[config.mk]
export PLATFORM = sky130hd
export DESIGN_NAME = txf_framer
export DESIGN_NICKNAME = d
export VERILOG_FILES = /design/src/rtl/txf_pkg.sv /design/src/rtl/txf_crc16.sv /design/src/rtl/txf_ctrl.sv /design/src/rtl/txf_framer.sv
export SDC_FILE = /design/constraint.sdc
export NUM_CORES = 1
export LEC_CHECK = 0
export BUFFER_PORTS_ARGS = -buffer_cell sky130_fd_sc_hd__buf_2
export CAP_MARGIN = 20
export CORE_MARGIN = 2
export CORE_UTILIZATION = 55
export CTS_CLUSTER_SIZE = 16
export DETAILED_ROUTE_END_ITERATION = 8
export HOLD_SLACK_MARGIN = 0.05
export PLACE_DENSITY_LB_ADDON = 0.25
export SYNTH_ARGS = -nofsm -noshare
export SYNTH_HDL_FRONTEND = slang
export SYNTH_SLANG_ARGS = --single-unit
[constraint.sdc]
create_clock -name clk -period 7.65 [get_ports clk]
set_input_delay 0.765 -clock clk [delete_from_list [all_inputs] [get_ports clk]]
set_output_delay 0.765 -clock clk [all_outputs]
set_load 0.03 [all_outputs]
[src/rtl/txf_pkg.sv]
package txf_pkg;

  typedef enum logic [2:0] {
    ST_IDLE,
    ST_PRE,
    ST_SFD,
    ST_LEN,
    ST_PAY,
    ST_FCS
  } txf_state_e;

  // One byte into a right-shifting CRC register, least significant bit first.
  function automatic logic [15:0] crc_step_byte(input logic [15:0] crc_in,
                                                input logic [7:0]  dat,
                                                input logic [15:0] poly_rev);
    logic [15:0] c;
    c = crc_in;
    for (int b = 0; b < 8; b++) begin
      if (c[0] ^ dat[b]) c = (c >> 1) ^ poly_rev;
      else               c = c >> 1;
    end
    return c;
  endfunction

endpackage

[src/rtl/txf_crc16.sv]
module txf_crc16 #(
  parameter int          DW       = 8,
  parameter logic [15:0] POLY_REV = 16'h8408,
  parameter logic [15:0] SEED     = 16'h0000
) (
  input  logic          clk,
  input  logic          rst_n,
  input  logic          clr_i,
  input  logic          en_i,
  input  logic [DW-1:0] byte_i,
  output logic [15:0]   crc_o
);
  import txf_pkg::*;

  logic [15:0] crc_q, crc_d;
  logic        crc_en;

  assign crc_en = clr_i | en_i;

  always_comb begin
    if (clr_i) crc_d = SEED;
    else       crc_d = crc_step_byte(crc_q, byte_i[7:0], POLY_REV);
  end

  always_ff @(posedge clk or negedge rst_n) begin
    if (!rst_n)      crc_q <= SEED;
    else if (crc_en) crc_q <= crc_d;
  end

  assign crc_o = crc_q;
endmodule

[src/rtl/txf_ctrl.sv]
module txf_ctrl #(
  parameter int PRE_LEN   = 4,
  parameter int MAX_PAY   = 125,
  parameter int FCS_BYTES = 2,
  parameter int LEN_W     = 7
) (
  input  logic                clk,
  input  logic                rst_n,
  input  logic                start_i,
  input  logic [LEN_W-1:0]    len_i,
  input  logic                pl_vld_i,
  output txf_pkg::txf_state_e state_o,
  output logic [LEN_W-1:0]    cnt_o,
  output logic [LEN_W-1:0]    len_o,
  output logic                err_o
);
  import txf_pkg::*;

  localparam logic [LEN_W-1:0] PRE_END = LEN_W'(PRE_LEN - 1);
  localparam logic [LEN_W-1:0] FCS_END = LEN_W'(FCS_BYTES - 1);
  localparam logic [LEN_W-1:0] LEN_MAX = LEN_W'(MAX_PAY);

  txf_state_e       st_q, st_d;
  logic [LEN_W-1:0] cnt_q, cnt_d;
  logic [LEN_W-1:0] len_q;
  logic             err_q, err_d;
  logic             accept, len_ok;

  assign len_ok = (len_i <= LEN_MAX);
  assign accept = (st_q == ST_IDLE) && start_i && len_ok;

  always_comb begin
    st_d  = st_q;
    cnt_d = cnt_q;
    err_d = (st_q == ST_IDLE) && start_i && !len_ok;
    unique case (st_q)
      ST_IDLE: if (accept) begin
        st_d  = ST_PRE;
        cnt_d = '0;
      end
      ST_PRE: begin
        if (cnt_q == PRE_END) begin
          st_d  = ST_SFD;
          cnt_d = '0;
        end else begin
          cnt_d = cnt_q + 1'b1;
        end
      end
      ST_SFD: st_d = ST_LEN;
      ST_LEN: begin
        st_d  = (len_q == '0) ? ST_FCS : ST_PAY;
        cnt_d = '0;
      end
      ST_PAY: if (pl_vld_i) begin
        if (cnt_q == len_q - 1'b1) begin
          st_d  = ST_FCS;
          cnt_d = '0;
        end else begin
          cnt_d = cnt_q + 1'b1;
        end
      end
      ST_FCS: begin
        if (cnt_q == FCS_END) begin
          st_d  = ST_IDLE;
          cnt_d = '0;
        end else begin
          cnt_d = cnt_q + 1'b1;
        end
      end
      default: st_d = ST_IDLE;
    endcase
  end

  always_ff @(posedge clk or negedge rst_n) begin
    if (!rst_n) begin
      st_q  <= ST_IDLE;
      cnt_q <= '0;
      err_q <= 1'b0;
    end else begin
      st_q  <= st_d;
      cnt_q <= cnt_d;
      err_q <= err_d;
    end
  end

  always_ff @(posedge clk or negedge rst_n) begin
    if (!rst_n)      len_q <= '0;
    else if (accept) len_q <= len_i;
  end

  assign state_o = st_q;
  assign cnt_o   = cnt_q;
  assign len_o   = len_q;
  assign err_o   = err_q;
endmodule

[src/rtl/txf_framer.sv]
module txf_framer #(
  parameter int          DW        = 8,
  parameter int          PRE_LEN   = 4,
  parameter int          MAX_PAY   = 125,
  parameter int          FCS_BYTES = 2,
  parameter logic [7:0]  PRE_VAL   = 8'h00,
  parameter logic [7:0]  SFD_VAL   = 8'hA7,
  parameter logic [15:0] POLY_REV  = 16'h8408,
  parameter int          LEN_W     = $clog2(MAX_PAY + 1)
) (
  input  logic             clk,
  input  logic             rst_n,
  input  logic             start_i,
  input  logic [LEN_W-1:0] len_i,
  output logic             pl_rdy_o,
  input  logic             pl_vld_i,
  input  logic [DW-1:0]    pl_data_i,
  output logic             out_vld_o,
  output logic [DW-1:0]    out_data_o,
  output logic             out_last_o,
  output logic             done_o,
  output logic             err_o
);
  import txf_pkg::*;

  localparam logic [LEN_W-1:0] FCS_END = LEN_W'(FCS_BYTES - 1);

  txf_state_e       state;
  logic [LEN_W-1:0] cnt, len_q;
  logic [15:0]      crc;
  logic             emit, is_last, crc_en, crc_clr;
  logic [DW-1:0]    byte_d;
  logic [DW-1:0]    dat_q;
  logic             vld_q, last_q, done_q;

  txf_ctrl #(
    .PRE_LEN  (PRE_LEN),
    .MAX_PAY  (MAX_PAY),
    .FCS_BYTES(FCS_BYTES),
    .LEN_W    (LEN_W)
  ) ctrl_i (
    .clk     (clk),
    .rst_n   (rst_n),
    .start_i (start_i),
    .len_i   (len_i),
    .pl_vld_i(pl_vld_i),
    .state_o (state),
    .cnt_o   (cnt),
    .len_o   (len_q),
    .err_o   (err_o)
  );

  assign crc_clr = (state == ST_IDLE);
  assign crc_en  = (state == ST_PAY) && pl_vld_i;

  txf_crc16 #(
    .DW      (DW),
    .POLY_REV(POLY_REV),
    .SEED    (16'h0000)
  ) crc_i (
    .clk   (clk),
    .rst_n (rst_n),
    .clr_i (crc_clr),
    .en_i  (crc_en),
    .byte_i(pl_data_i),
    .crc_o (crc)
  );

  always_comb begin
    byte_d = '0;
    unique case (state)
      ST_PRE:  byte_d = DW'(PRE_VAL);
      ST_SFD:  byte_d = DW'(SFD_VAL);
      ST_LEN:  byte_d = DW'(len_q) + DW'(FCS_BYTES);
      ST_PAY:  byte_d = pl_data_i;
      ST_FCS:  byte_d = (cnt == '0) ? DW'(crc[7:0]) : DW'(crc[15:8]);
      default: byte_d = '0;
    endcase
  end

  assign pl_rdy_o = (state == ST_PAY);
  assign emit     = (state != ST_IDLE) && ((state != ST_PAY) || pl_vld_i);
  assign is_last  = (state == ST_FCS) && (cnt == FCS_END);

  always_ff @(posedge clk or negedge rst_n) begin
    if (!rst_n) begin
      vld_q  <= 1'b0;
      last_q <= 1'b0;
      done_q <= 1'b0;
    end else begin
      vld_q  <= emit;
      last_q <= emit && is_last;
      done_q <= emit && is_last;
    end
  end

  always_ff @(posedge clk or negedge rst_n) begin
    if (!rst_n)    dat_q <= '0;
    else if (emit) dat_q <= byte_d;
  end

  assign out_vld_o  = vld_q;
  assign out_data_o = dat_q;
  assign out_last_o = last_q;
  assign done_o     = done_q;
endmodule

# ---- Word-level counts from Yosys, hierarchy flattened
# Cells that the tools add are included.
# Widths: inputs -> output; s select.
dict set report word_totals {
  reg_bits 44
  output_inout_bits 13
  elab_cells 90
}
dict set report classes {
  add_sub_neg 3
  order_cmp 1
  eq_ne 14
  mux 31
  bitwise 17
  reduce_logical 16
}
# cell count
set ops {}
lappend ops {{$mux 16} 16}
lappend ops {{$mux 7} 5}
lappend ops {{$pmux 7 s5} 1}
lappend ops {{$pmux 8 s4} 1}
lappend ops {{$not 2->3} 8}
lappend ops {{$pmux 3 s6} 1}
lappend ops {{$mux 3} 5}
lappend ops {{$logic_not 7->1} 2}
lappend ops {{$add 7x2->8 const B} 1}
lappend ops {{$mux 8} 1}
lappend ops {{$ne 2x1->1 const B} 4}
lappend ops {{$xor 1x1->1} 8}
lappend ops {{$add 7x1->7 const B} 1}
lappend ops {{$eq 7x1->1 const B} 1}
lappend ops {{$eq 7x2->1 const B} 1}
lappend ops {{$eq 7x7->1} 1}
lappend ops {{$le 7x7->1 const B} 1}
lappend ops {{$logic_and 1x1->1} 7}
lappend ops {{$sub 7x1->7 const B} 1}
lappend ops {{$eq 3x2->1 const B} 2}
lappend ops {{$eq 3x3->1 const B} 2}
lappend ops {{$reduce_and 5->1} 1}
lappend ops {{$reduce_bool 5->1} 1}
lappend ops {{$eq 3x1->1 const B} 1}
lappend ops {{9 further kinds} 9}

# ---- Longest topological paths before layout
# Gate-level depths: netlist (run 1).
dict set report depth {
  depth_word 24
  depth_mapped 8
  mapped_depth_nobuf 8
}

# ---- Modules after synthesis
# Synthesis (run 1) repeated with hierarchy kept, for this count alone.
dict set report unflattened {
  cells_unflattened 306
  hier_area_um2 2987.9
}
# mod n_inst cells_per_inst area_each_um2
set modules_own_cells {}
lappend modules_own_cells {txf_ctrl 1 135 1148.6}
lappend modules_own_cells {txf_crc16 1 79 1051.0}
lappend modules_own_cells {txf_framer 1 92 788.3}

# ---- Least setup slack after synthesis (run 1)
# No wires, ideal clock.
dict set report synth_path {
  kind {reg2reg}
  startpoint {register ctrl_i.len_q[1], in the netlist ctrl_i.len_o[1]}
  endpoint {register ctrl_i.cnt_q[3], in the netlist ctrl_i.cnt_o[3]}
  setup_time_ps 133
  arrival_ps 2312
  required_time_ps 7517
  slack_ps 5205
  path_stages_with_launch 9
  path_cell_list {dfrtp_1 > inv_1 > ha_1 > or4b_4 > or3_4 > a2111oi_4 > a21oi_2 > o21ai_0 > o211ai_1}
}
dict set report synth_via {
  elab_chain_len 5
}
# element line_no
set synth_rtl {}
lappend synth_rtl {{start, declared} txf_ctrl.sv:25} ;# logic [LEN_W-1:0] len_q;
lappend synth_rtl {{start signal, assigned} txf_ctrl.sv:88} ;# else if (accept) len_q <= len_i;
lappend synth_rtl {{$sub 7x1->7} txf_ctrl.sv:55} ;# if (cnt_q == len_q - 1'b1) begin
lappend synth_rtl {{$eq 7x7->1} txf_ctrl.sv:55}
lappend synth_rtl {{$mux 7} txf_ctrl.sv:55}
lappend synth_rtl {{$mux 7} txf_ctrl.sv:54} ;# ST_PAY: if (pl_vld_i) begin
lappend synth_rtl {{$pmux 7 s5} txf_ctrl.sv:36} ;# unique case (st_q)
lappend synth_rtl {{end signal, assigned} txf_ctrl.sv:81} ;# cnt_q <= cnt_d;
lappend synth_rtl {{end, declared} txf_ctrl.sv:24} ;# logic [LEN_W-1:0] cnt_q, cnt_d;
# No other way between the ends. The select of a mux whose other input is x is not followed.
# A chain may end at the register's enable or synchronous reset.

# ---- Final worst setup path (run 1)
# Same ends and word-level chain as after synthesis.

==> results.cfg, run 1 <==
[global_route]
grt_pass1_wl_um = 9980
antenna_found_initial = 0
grt_usage = 0.241
grt_max_degree = 45
grt_pass1_vias = 2046
overflow = 0

[yosys]
netlist_area_sq_um = 2700
synth_edf_count = 0
synth_cells = 289
synthArstFlopShare = 1.00
synth_area_leaders = dfrtp_1 (41%), xnor2_1 (7.5%), nand2_1 (5.6%)
postSynthAreaPerCell_sq_um = 9.34
ys_warn_count = 0
synth_fp_nets = 314
ys_seq_area_frac = 0.408
dominantRegCellSynth = dfrtp_1
synth.largest_area_cell = dfrtp_1
ys_seq_elements = 44
synth_cell_types = 52
yosysTopAreaCellShare = 0.408

[clock_network]
numCtsBuffers = 5
cts_buffer_depth = 2
clk_latency_ns = 0.30
clock-root-buffer = clkbuf_8
postCtsSetupBuffers = 0
clkSinkCount = 44
htreeDepth = 2
cts_resized = 0
clkSlewWorstSetupHoldPaths_ns = 0.09
holdBufCountCts = 0
cts_tree = yes

[die]
std_cell_rows = 25
start_util = 0.571
dieArea_sq_um = 5480
die-width_um = 74.1
core_area_sq_um = 4720
die_h_um = 74.1
io-pin-count = 32

[pwr]
p_leak_nw = 1.34
p_per_area_nw_per_um2 = 422
finalPower_w = 0.00125
ir_drop_mv = 0.171

[routing]
drc = 0
ant_nets = 0
num_vias = 2227
drtPass1Iterations = 5
vias_per_cell = 5.85
post_drt_wl_per_cell_um = 16.3
drt_iter0_drc = 222
routed_wl_um = 6220

[setup_path]
cp.arrival_ns = 2.84
endpoint_kind = register
crit_required_ns = 7.83
crit_path_start_kind = register
path_class = reg2reg
rr_worst_depth = 8
path_max_fanout = 6

[sta]
drv_slew = 0
setup_viol = 0
period_share = 0.348
hold_violations = 0
maxSlewHeadroom = 0.279
fmax_mhz = 376
skew_ns = 0.00838
setup_tns_ns = 0
grt_setup_unrepaired = no
worst_slew_pin_slew_ns = 1.08
post-route-min-period_ns = 2.66

[cells_and_area]
final_common_cell = dfrtp_1
layout_common_cells = dfrtp_1 (44), nand2_1 (40), buf_2 (31)
drive_gt1_frac = 0.172
n_fill_cell = 409
fin_nets = 338
diodes = 0
synthToLayoutAreaGrowth_pct = 10.2

[placement]
place.gp.congestion = 0.832
port_buffers = 31
hpwl_um = 4490

[min_path]
min_path_type = reg2reg
holdPathStages = 1

[outcome]
status = finished, final reports clean

[run]
drv_cap = 0
[critical path, stage by stage, from the launching register on]
cell,delay (ns)
dfrtp_1,0.43
inv_1,0.12
ha_1,0.20
or4b_4,0.49
or3_4,0.40
a2111oi_4,0.39
a21oi_2,0.18
o21ai_0,0.22
o211ai_1,0.11
[area by class of cell]
| cell class | instances | area [sq um] | share of cell area |
|---|---|---|---|
| Multi-Input combinational cell | 220 | 1490 | 0.501 |
| Timing Repair Buffer | 32 | 163 | 0.0547 |
| Clock inverter | 2 | 15.0 | 0.00505 |
| Inverter | 10 | 37.5 | 0.0126 |
| Clock buffer | 6 | 82.6 | 0.0278 |
| Sequential cell | 44 | 1100 | 0.370 |
| Tap cell | 67 | 83.8 | 0.0282 |
[cells by family after synthesis]
group,synth area share
fa+ha+maj,0.0278
simple gates,0.163
buf+inv,0.0394
flops,0.408
compound gates,0.175
xor+xnor,0.123
mux,0.0635
[synth_stat cells (2+ instances only)]
master and instances:
a211oi_1 5, a21oi_1 11, a221o_1 5, a22o_1 5, a31oi_1 2, and4_1 2, clkbuf_1 11, dfrtp_1 44
ha_1 6, inv_1 10, mux2_1 2, mux2_2 7, mux2i_1 7, nand2_1 40, nand2b_1 4, nand3_1 7
nor2_1 20, nor2b_1 2, nor3_1 3, o211ai_1 4, o21ai_0 20, o21ai_1 5, or2_2 2, xnor2_1 23
xor2_1 15
[sequential cells by signal, summed over array words and instances (netlist names)]
| signal | flops |
|---|---|
| crc_i.crc_o | 16 |
| out_data_o | 8 |
| ctrl_i.cnt_o | 7 |
| ctrl_i.len_o | 7 |
| ctrl_i.state_o | 3 |
| ctrl_i.err_o | 1 |
| done_o | 1 |
| out_vld_o | 1 |
[per-stage QoR]
| stage | hold WS, ns | util | std cells | cell area, sq um | setup slack (ns) |
|---|---|---|---|---|---|
| 2_1_floorplan | 0.469 | - | 289 | 2700 | 5.21 |
| 3_3_place_gp | 0.473 | 0.607 | 372 | 2870 | 5.09 |
| 3_5_place_dp | 0.487 | 0.607 | 372 | 2870 | 5.02 |
| 4_1_cts | 0.513 | 0.628 | 380 | 2970 | 5.01 |
| 5_1_grt | 0.527 | 0.630 | 381 | 2970 | 4.81 |
| 6_report | 0.508 | 0.630 | 381 | 2970 | 4.99 |
[power by group]
group | leakage, nW | switching (W) | internal [W]
sequential | 0.576 | 0.000126 | 0.000316
clock | 0.0434 | 0.0000842 | 0.0000732
combinational | 0.720 | 0.000381 | 0.000274
[path summary, 6_finish.rpt]
check	from	endpoint	slack, ns
max in group asynchronous	rst_n	ctrl_i.len_o[5]$_DFFE_PN0P_	6.45
worst min register to register	out_data_o[6]$_DFFE_PN0P_	out_data_o[6]$_DFFE_PN0P_	0.51
worst min-delay path	out_data_o[6]$_DFFE_PN0P_	out_data_o[6]$_DFFE_PN0P_	0.51
worst max-delay path	ctrl_i.len_o[1]$_DFFE_PN0P_	ctrl_i.cnt_o[3]$_DFFE_PN0P_	4.99
worst max register to register	ctrl_i.len_o[1]$_DFFE_PN0P_	ctrl_i.cnt_o[3]$_DFFE_PN0P_	4.99
min in group asynchronous	rst_n	out_data_o[6]$_DFFE_PN0P_	0.60
[metal layers]
layer / global-route usage / vias to the layer above / part of all wire
met5: 0 / - / 0
met4: 0.0566 / 0 / 0.011
met3: 0.0407 / 7 / 0.053
met2: 0.390 / 80 / 0.47
met1: 0.339 / 1076 / 0.46
li1: - / 1064 / -
Power figures use the tool's default switching activity.
==> inputs of run 2 (changes only) <==
- CORE_UTILIZATION: 55 -> 53
- clock period: 7.65 -> 2.42 ns (I/O delays scaled with it)
==> run 2 against run 1 <==
The run now ends with setup timing left. Clock skew up 0.0070 ns. Die area up 3.6%. Register-to-register slack worse by 5.0 ns. Largest power group unchanged. Highest routed layer unchanged. Power rose to 3.5 times the previous value.
==> results.cfg, run 2 (synthesis results as in run 1) <==
[sta]
maxSlewHeadroom = 0.498
post-route-min-period_ns = 2.42
drv_slew = 0
worst_slew_pin_slew_ns = 0.748
period_share = 1.00
setup_viol = 1
skew_ns = 0.0154
timing.final.ws_setup_ns = -0.00458
fmax_mhz = 412
hold_violations = 0
grt_setup_unrepaired = yes

[clock_network]
htreeDepth = 2
clkSlewWorstSetupHoldPaths_ns = 0.08
clock-root-buffer = clkbuf_8
clk_latency_ns = 0.30
cts_tree = yes
clkSinkCount = 44
cts_buffer_depth = 2
numCtsBuffers = 5

[routing]
drt_iter0_drc = 201
drc = 0
ant_nets = 0
routed_wl_um = 6240
drtPass1Iterations = 4
num_vias = 2279
vias_per_cell = 5.57
post_drt_wl_per_cell_um = 15.3

[setup_path]
endpoint_kind = register
crit_required_ns = 2.60
cp.arrival_ns = 2.61
cp_cell_sequence = inv_2, ha_4, or4b_4, or3_4, a2111oi_4, buf_4, a21oi_1, a21oi_1, o22ai_1
crit_path_start_kind = register
crit_path_frequent_cell = a21oi_1
path_class = reg2reg
path_max_fanout = 2
path_depth = 9
critPathSlowestCell = or4b_4
cp_top_family = simple AND/OR/NAND/NOR gates
cp.buffers_inverters = 2
cpPeakStageDelay_ns = 0.46
rr_worst_depth = 9

[min_path]
min_path_type = in2reg
holdPathStages = 2

[global_route]
antenna_found_initial = 0
grt_pass1_wl_um = 10200
grt_max_degree = 30
grt_pass1_vias = 2024
overflow = 0
grt_usage = 0.240

[placement]
hpwl_um = 4660
place.gp.congestion = 0.835
dp.cells = 396
dp_worst_setup_slack_ns = -0.0314
port_buffers = 31

[pwr]
p_leak_nw = 1.49
ir_drop_mv = 0.660
p_per_area_nw_per_um2 = 1350

[die]
std_cell_rows = 25
dieArea_sq_um = 5680
start_util = 0.560
core_area_sq_um = 4820
die-width_um = 75.4
die_h_um = 75.4
io-pin-count = 32

[cells_and_area]
layout_common_cells = dfrtp_1 (44), nand2_1 (40), buf_2 (31)
synthToLayoutAreaGrowth_pct = 19.7
drive_gt1_frac = 0.246
regArea_sq_um = 1100
fin_nets = 366
n_fill_cell = 412
diodes = 0
multi_input_area_sq_um = 1510
fin_cells = 409
final_common_cell = dfrtp_1
largest_reg_flops = 16

[outcome]
status = finished, violations left
violations = setup timing

[run]
drv_cap = 0
-- run 2: cell count changes in the layout (fill, tap and decap cells not counted), moves of 2 or more --
cell        change
buf_4          +27
clkinvlp_4      -2
inv_1           -2
inv_2           +2
o21ai_0         -3
o21ai_1         +3
-- run 2: final cells by class --
type / instances / share of cell area
clock inverters: 2 / 0.0120
inverters: 10 / 0.0116
clock buffers: 6 / 0.0256
well taps: 67 / 0.0259
repair buffers: 60 / 0.116
flip-flops and latches: 44 / 0.341
multi-input cells: 220 / 0.468
-- run 2: layer usage --
layer  routed length, um  GRT usage  vias up
met5                   0          0        -
met4                  92     0.0741        0
met3                 371     0.0476        8
met2                2870      0.359       77
met1                2900      0.350     1078
li1                    -          -     1116
-- run 2: path summary, 6_finish.rpt --
kind | from | end | slack, ns
hold / removal | len_i[0] | ctrl_i.len_o[0]$_DFFE_PN0P_ | 0.19
setup / recovery | ctrl_i.len_o[1]$_DFFE_PN0P_ | ctrl_i.cnt_o[2]$_DFFE_PN0P_ | -0.005
min in group asynchronous | rst_n | out_data_o[6]$_DFFE_PN0P_ | 0.36
max in group asynchronous | rst_n | ctrl_i.len_o[3]$_DFFE_PN0P_ | 1.33
hold reg to reg | out_data_o[4]$_DFFE_PN0P_ | out_data_o[4]$_DFFE_PN0P_ | 0.51
setup reg to reg | ctrl_i.len_o[1]$_DFFE_PN0P_ | ctrl_i.cnt_o[2]$_DFFE_PN0P_ | -0.005
-- run 2: per-stage QoR --
stage	power, W	util	instance area [sq um]	hold slack [ns]	TNS (ns)
after detailed placement	0.00367	0.633	3050	0.169	-0.107
after global routing	0.00470	0.671	3230	0.185	-0.405
after global placement	0.00363	0.633	3050	0.166	0
after floorplan	0.00297	-	2700	-0.0536	0
after CTS	0.00430	0.662	3190	0.179	0
final	0.00436	0.671	3230	0.189	-0.00458
-- run 2: power breakdown --
group / switching [W] / internal (W) / total, W / leakage, nW
clock: 0.000265 / 0.000338 / 0.000602 / 0.0614
sequential: 0.000246 / 0.00100 / 0.00125 / 0.576
combinational: 0.00142 / 0.00110 / 0.00251 / 0.858
-- run 2: timing repair --
item | 4_1_cts | 5_1_grt
pin swaps | 1 | 11
buffers inserted | 0 | 4
cloned | 0 | 0
hold endpoints to repair | 15 | 0
hold buffers | 1 | 0
resized for setup | 1 | 4
setup endpoints to repair | 4 | 7
==> inputs of run 3 (changes only) <==
--- a/config.mk
+++ b/config.mk
@@ -10,4 +10,5 @@
 export CORE_MARGIN = 2
 export CORE_UTILIZATION = 53
+export CTS_CLUSTER_DIAMETER = 80
 export CTS_CLUSTER_SIZE = 16
 export DETAILED_ROUTE_END_ITERATION = 8
==> constraint.sdc (replaced) <==
create_clock -name clk -period 2.42 [get_ports clk]
set_input_delay 0.484 -clock clk [delete_from_list [all_inputs] [get_ports clk]]
set_output_delay 0.484 -clock clk [all_outputs]
set_load 0.03 [all_outputs]
==> run 3 against run 2 <==
The run still ends with setup timing left. Final cell count fell by 0.24%. Sequential share of layout area grew 0.36 points. Sequential power about the same. Combinational power about the same. Utilization decreased by 0.70 points. Clock power down 24%. Critical path depth fell by 1. Register-to-register slack about the same. Critical endpoint is now ctrl_i.cnt_o[3]$_DFFE_PN0P_.
==> results.cfg, run 3 (synthesis results as in run 1) <==
[setup_path]
crit_path_start_kind = register
endpoint_kind = register
cpPeakStageDelay_ns = 0.46
crit_required_ns = 2.60
path_class = reg2reg
cp.buffers_inverters = 1
cp_top_family = simple AND/OR/NAND/NOR gates
cp_cell_sequence = inv_2, ha_4, or4b_4, or3_4, a2111oi_4, a21oi_4, nor2_4, o211ai_1
critPathSlowestCell = or4b_4
path_max_fanout = 6
cp.arrival_ns = 2.61

[sta]
skew_ns = 0.0106
setup_viol = 1
period_share = 1.00
fin_hold_ws_ns = 0.257
drv_slew = 0
setup_tns_ns = -0.00188
timing.final.ws_setup_ns = -0.00188
hold_violations = 0
grt_setup_unrepaired = yes
post-route-min-period_ns = 2.42
maxSlewHeadroom = 0.518
fmax_mhz = 413
worst_slew_pin_slew_ns = 0.718

[placement]
port_buffers = 31
place.gp.congestion = 0.824
hpwl_um = 4710

[clock_network]
numCtsBuffers = 5
holdBufCountCts = 0
clock-root-buffer = clkbuf_8
htreeDepth = 2
cts_tree = yes
clk_latency_ns = 0.31
clkSinkCount = 44
cts_buffer_depth = 2
clkSlewWorstSetupHoldPaths_ns = 0.08

[die]
die-width_um = 75.4
dieArea_sq_um = 5680
die_h_um = 75.4
core_area_sq_um = 4820
start_util = 0.560
std_cell_rows = 25
io-pin-count = 32

[global_route]
grt_pass1_wl_um = 10200
grt_max_degree = 45
grt_usage = 0.242
overflow = 0
grt_pass1_vias = 2139
antenna_found_initial = 0

[cells_and_area]
fin_nets = 366
drive_gt1_frac = 0.252
diodes = 0
n_fill_cell = 413
post-route-util = 0.664
layout_common_cells = dfrtp_1 (44), nand2_1 (40), buf_2 (31)
largest_reg_flops = 16
synthToLayoutAreaGrowth_pct = 18.5
final_common_cell = dfrtp_1

[routing]
num_vias = 2307
vias_per_cell = 5.65
routed_wl_um = 6550
drt_iter0_drc = 130
post_drt_wl_per_cell_um = 16.1
drtPass1Iterations = 4
ant_nets = 0
drc = 0

[run]
drv_cap = 0

[outcome]
violations = setup timing
status = finished, violations left

[pwr]
p_leak_nw = 1.47
ir_drop_mv = 0.624
p_per_area_nw_per_um2 = 1330

[min_path]
min_path_type = in2async
run 3: cell types whose count changed in the layout (fill, tap and decap cells not counted):
cell           delta
a211oi_1          -1
a211oi_2          +1
clkinv_2          +1
clkinvlp_4        +1
o21ai_1           -1
dlygate4sd3_1     -1
clkinv_4          -1
o21ai_2           +1
bufinv_16         -1
clkbuf_8          -1
buf_4             +1
run 3: layer usage:
| metal | up-vias | share of wire | GRT usage |
|---|---|---|---|
| li1 | 1120 | - | - |
| met4 | 0 | 0.015 | 0.0858 |
| met3 | 12 | 0.051 | 0.0437 |
| met2 | 69 | 0.47 | 0.381 |
| met1 | 1106 | 0.46 | 0.336 |
| met5 | - | 0 | 0 |
run 3: worst reg2reg max path, cell delays in order (launching register included):
cell       delay [ns]
dfrtp_1          0.39
inv_2            0.09
ha_4             0.13
or4b_4           0.46
or3_4            0.40
a2111oi_4        0.43
a21oi_4          0.15
nor2_4           0.16
o211ai_1         0.10
run 3: worst paths after layout:
kind,from,endpoint,slack (ns),cells after the start
worst max-delay path,ctrl_i.len_o[1]$_DFFE_PN0P_,ctrl_i.cnt_o[3]$_DFFE_PN0P_,-0.002,8
worst min-delay path,rst_n,out_data_o[6]$_DFFE_PN0P_,0.26,2
worst max register to register,ctrl_i.len_o[1]$_DFFE_PN0P_,ctrl_i.cnt_o[3]$_DFFE_PN0P_,-0.002,8
worst min register to register,out_data_o[6]$_DFFE_PN0P_,out_data_o[6]$_DFFE_PN0P_,0.51,1
max in group asynchronous,rst_n,ctrl_i.len_o[0]$_DFFE_PN0P_,1.78,2
min in group clk,len_i[0],ctrl_i.len_o[0]$_DFFE_PN0P_,0.41,2
run 3: report_power, final:
part | internal (W) | switching [W]
clock | 0.000196 | 0.000260
sequential | 0.00100 | 0.000259
combinational | 0.00111 | 0.00143
run 3: stage by stage:
stage / instances / area (sq um) / setup slack (ns) / power [W]
floorplan: 289 / 2700 / 0.00949 / 0.00297
global route: 408 / 3200 / -0.0747 / 0.00456
global placement: 396 / 3050 / 0.0231 / 0.00363
finish: 408 / 3200 / -0.00188 / 0.00426
detailed placement: 396 / 3050 / -0.0413 / 0.00368
CTS: 404 / 3150 / 0.0119 / 0.00416
run 3: timing repair:
item / in CTS / in global routing
gates cloned: 0 / 0
buffers inserted: 1 / 4
setup endpoints to repair: 5 / 6
resized for setup: 1 / 6
pin swaps: 4 / 11
run 3: layout make-up:
type	instances	area (sq um)	area share
Clock buffer	5	68.8	0.0215
Clock inverter	2	12.5	0.00391
Inverter	10	37.5	0.0117
Multi-Input combinational cell	220	1520	0.476
Sequential cell	44	1100	0.344
Tap cell	67	83.8	0.0262
Timing Repair Buffer	60	373	0.117
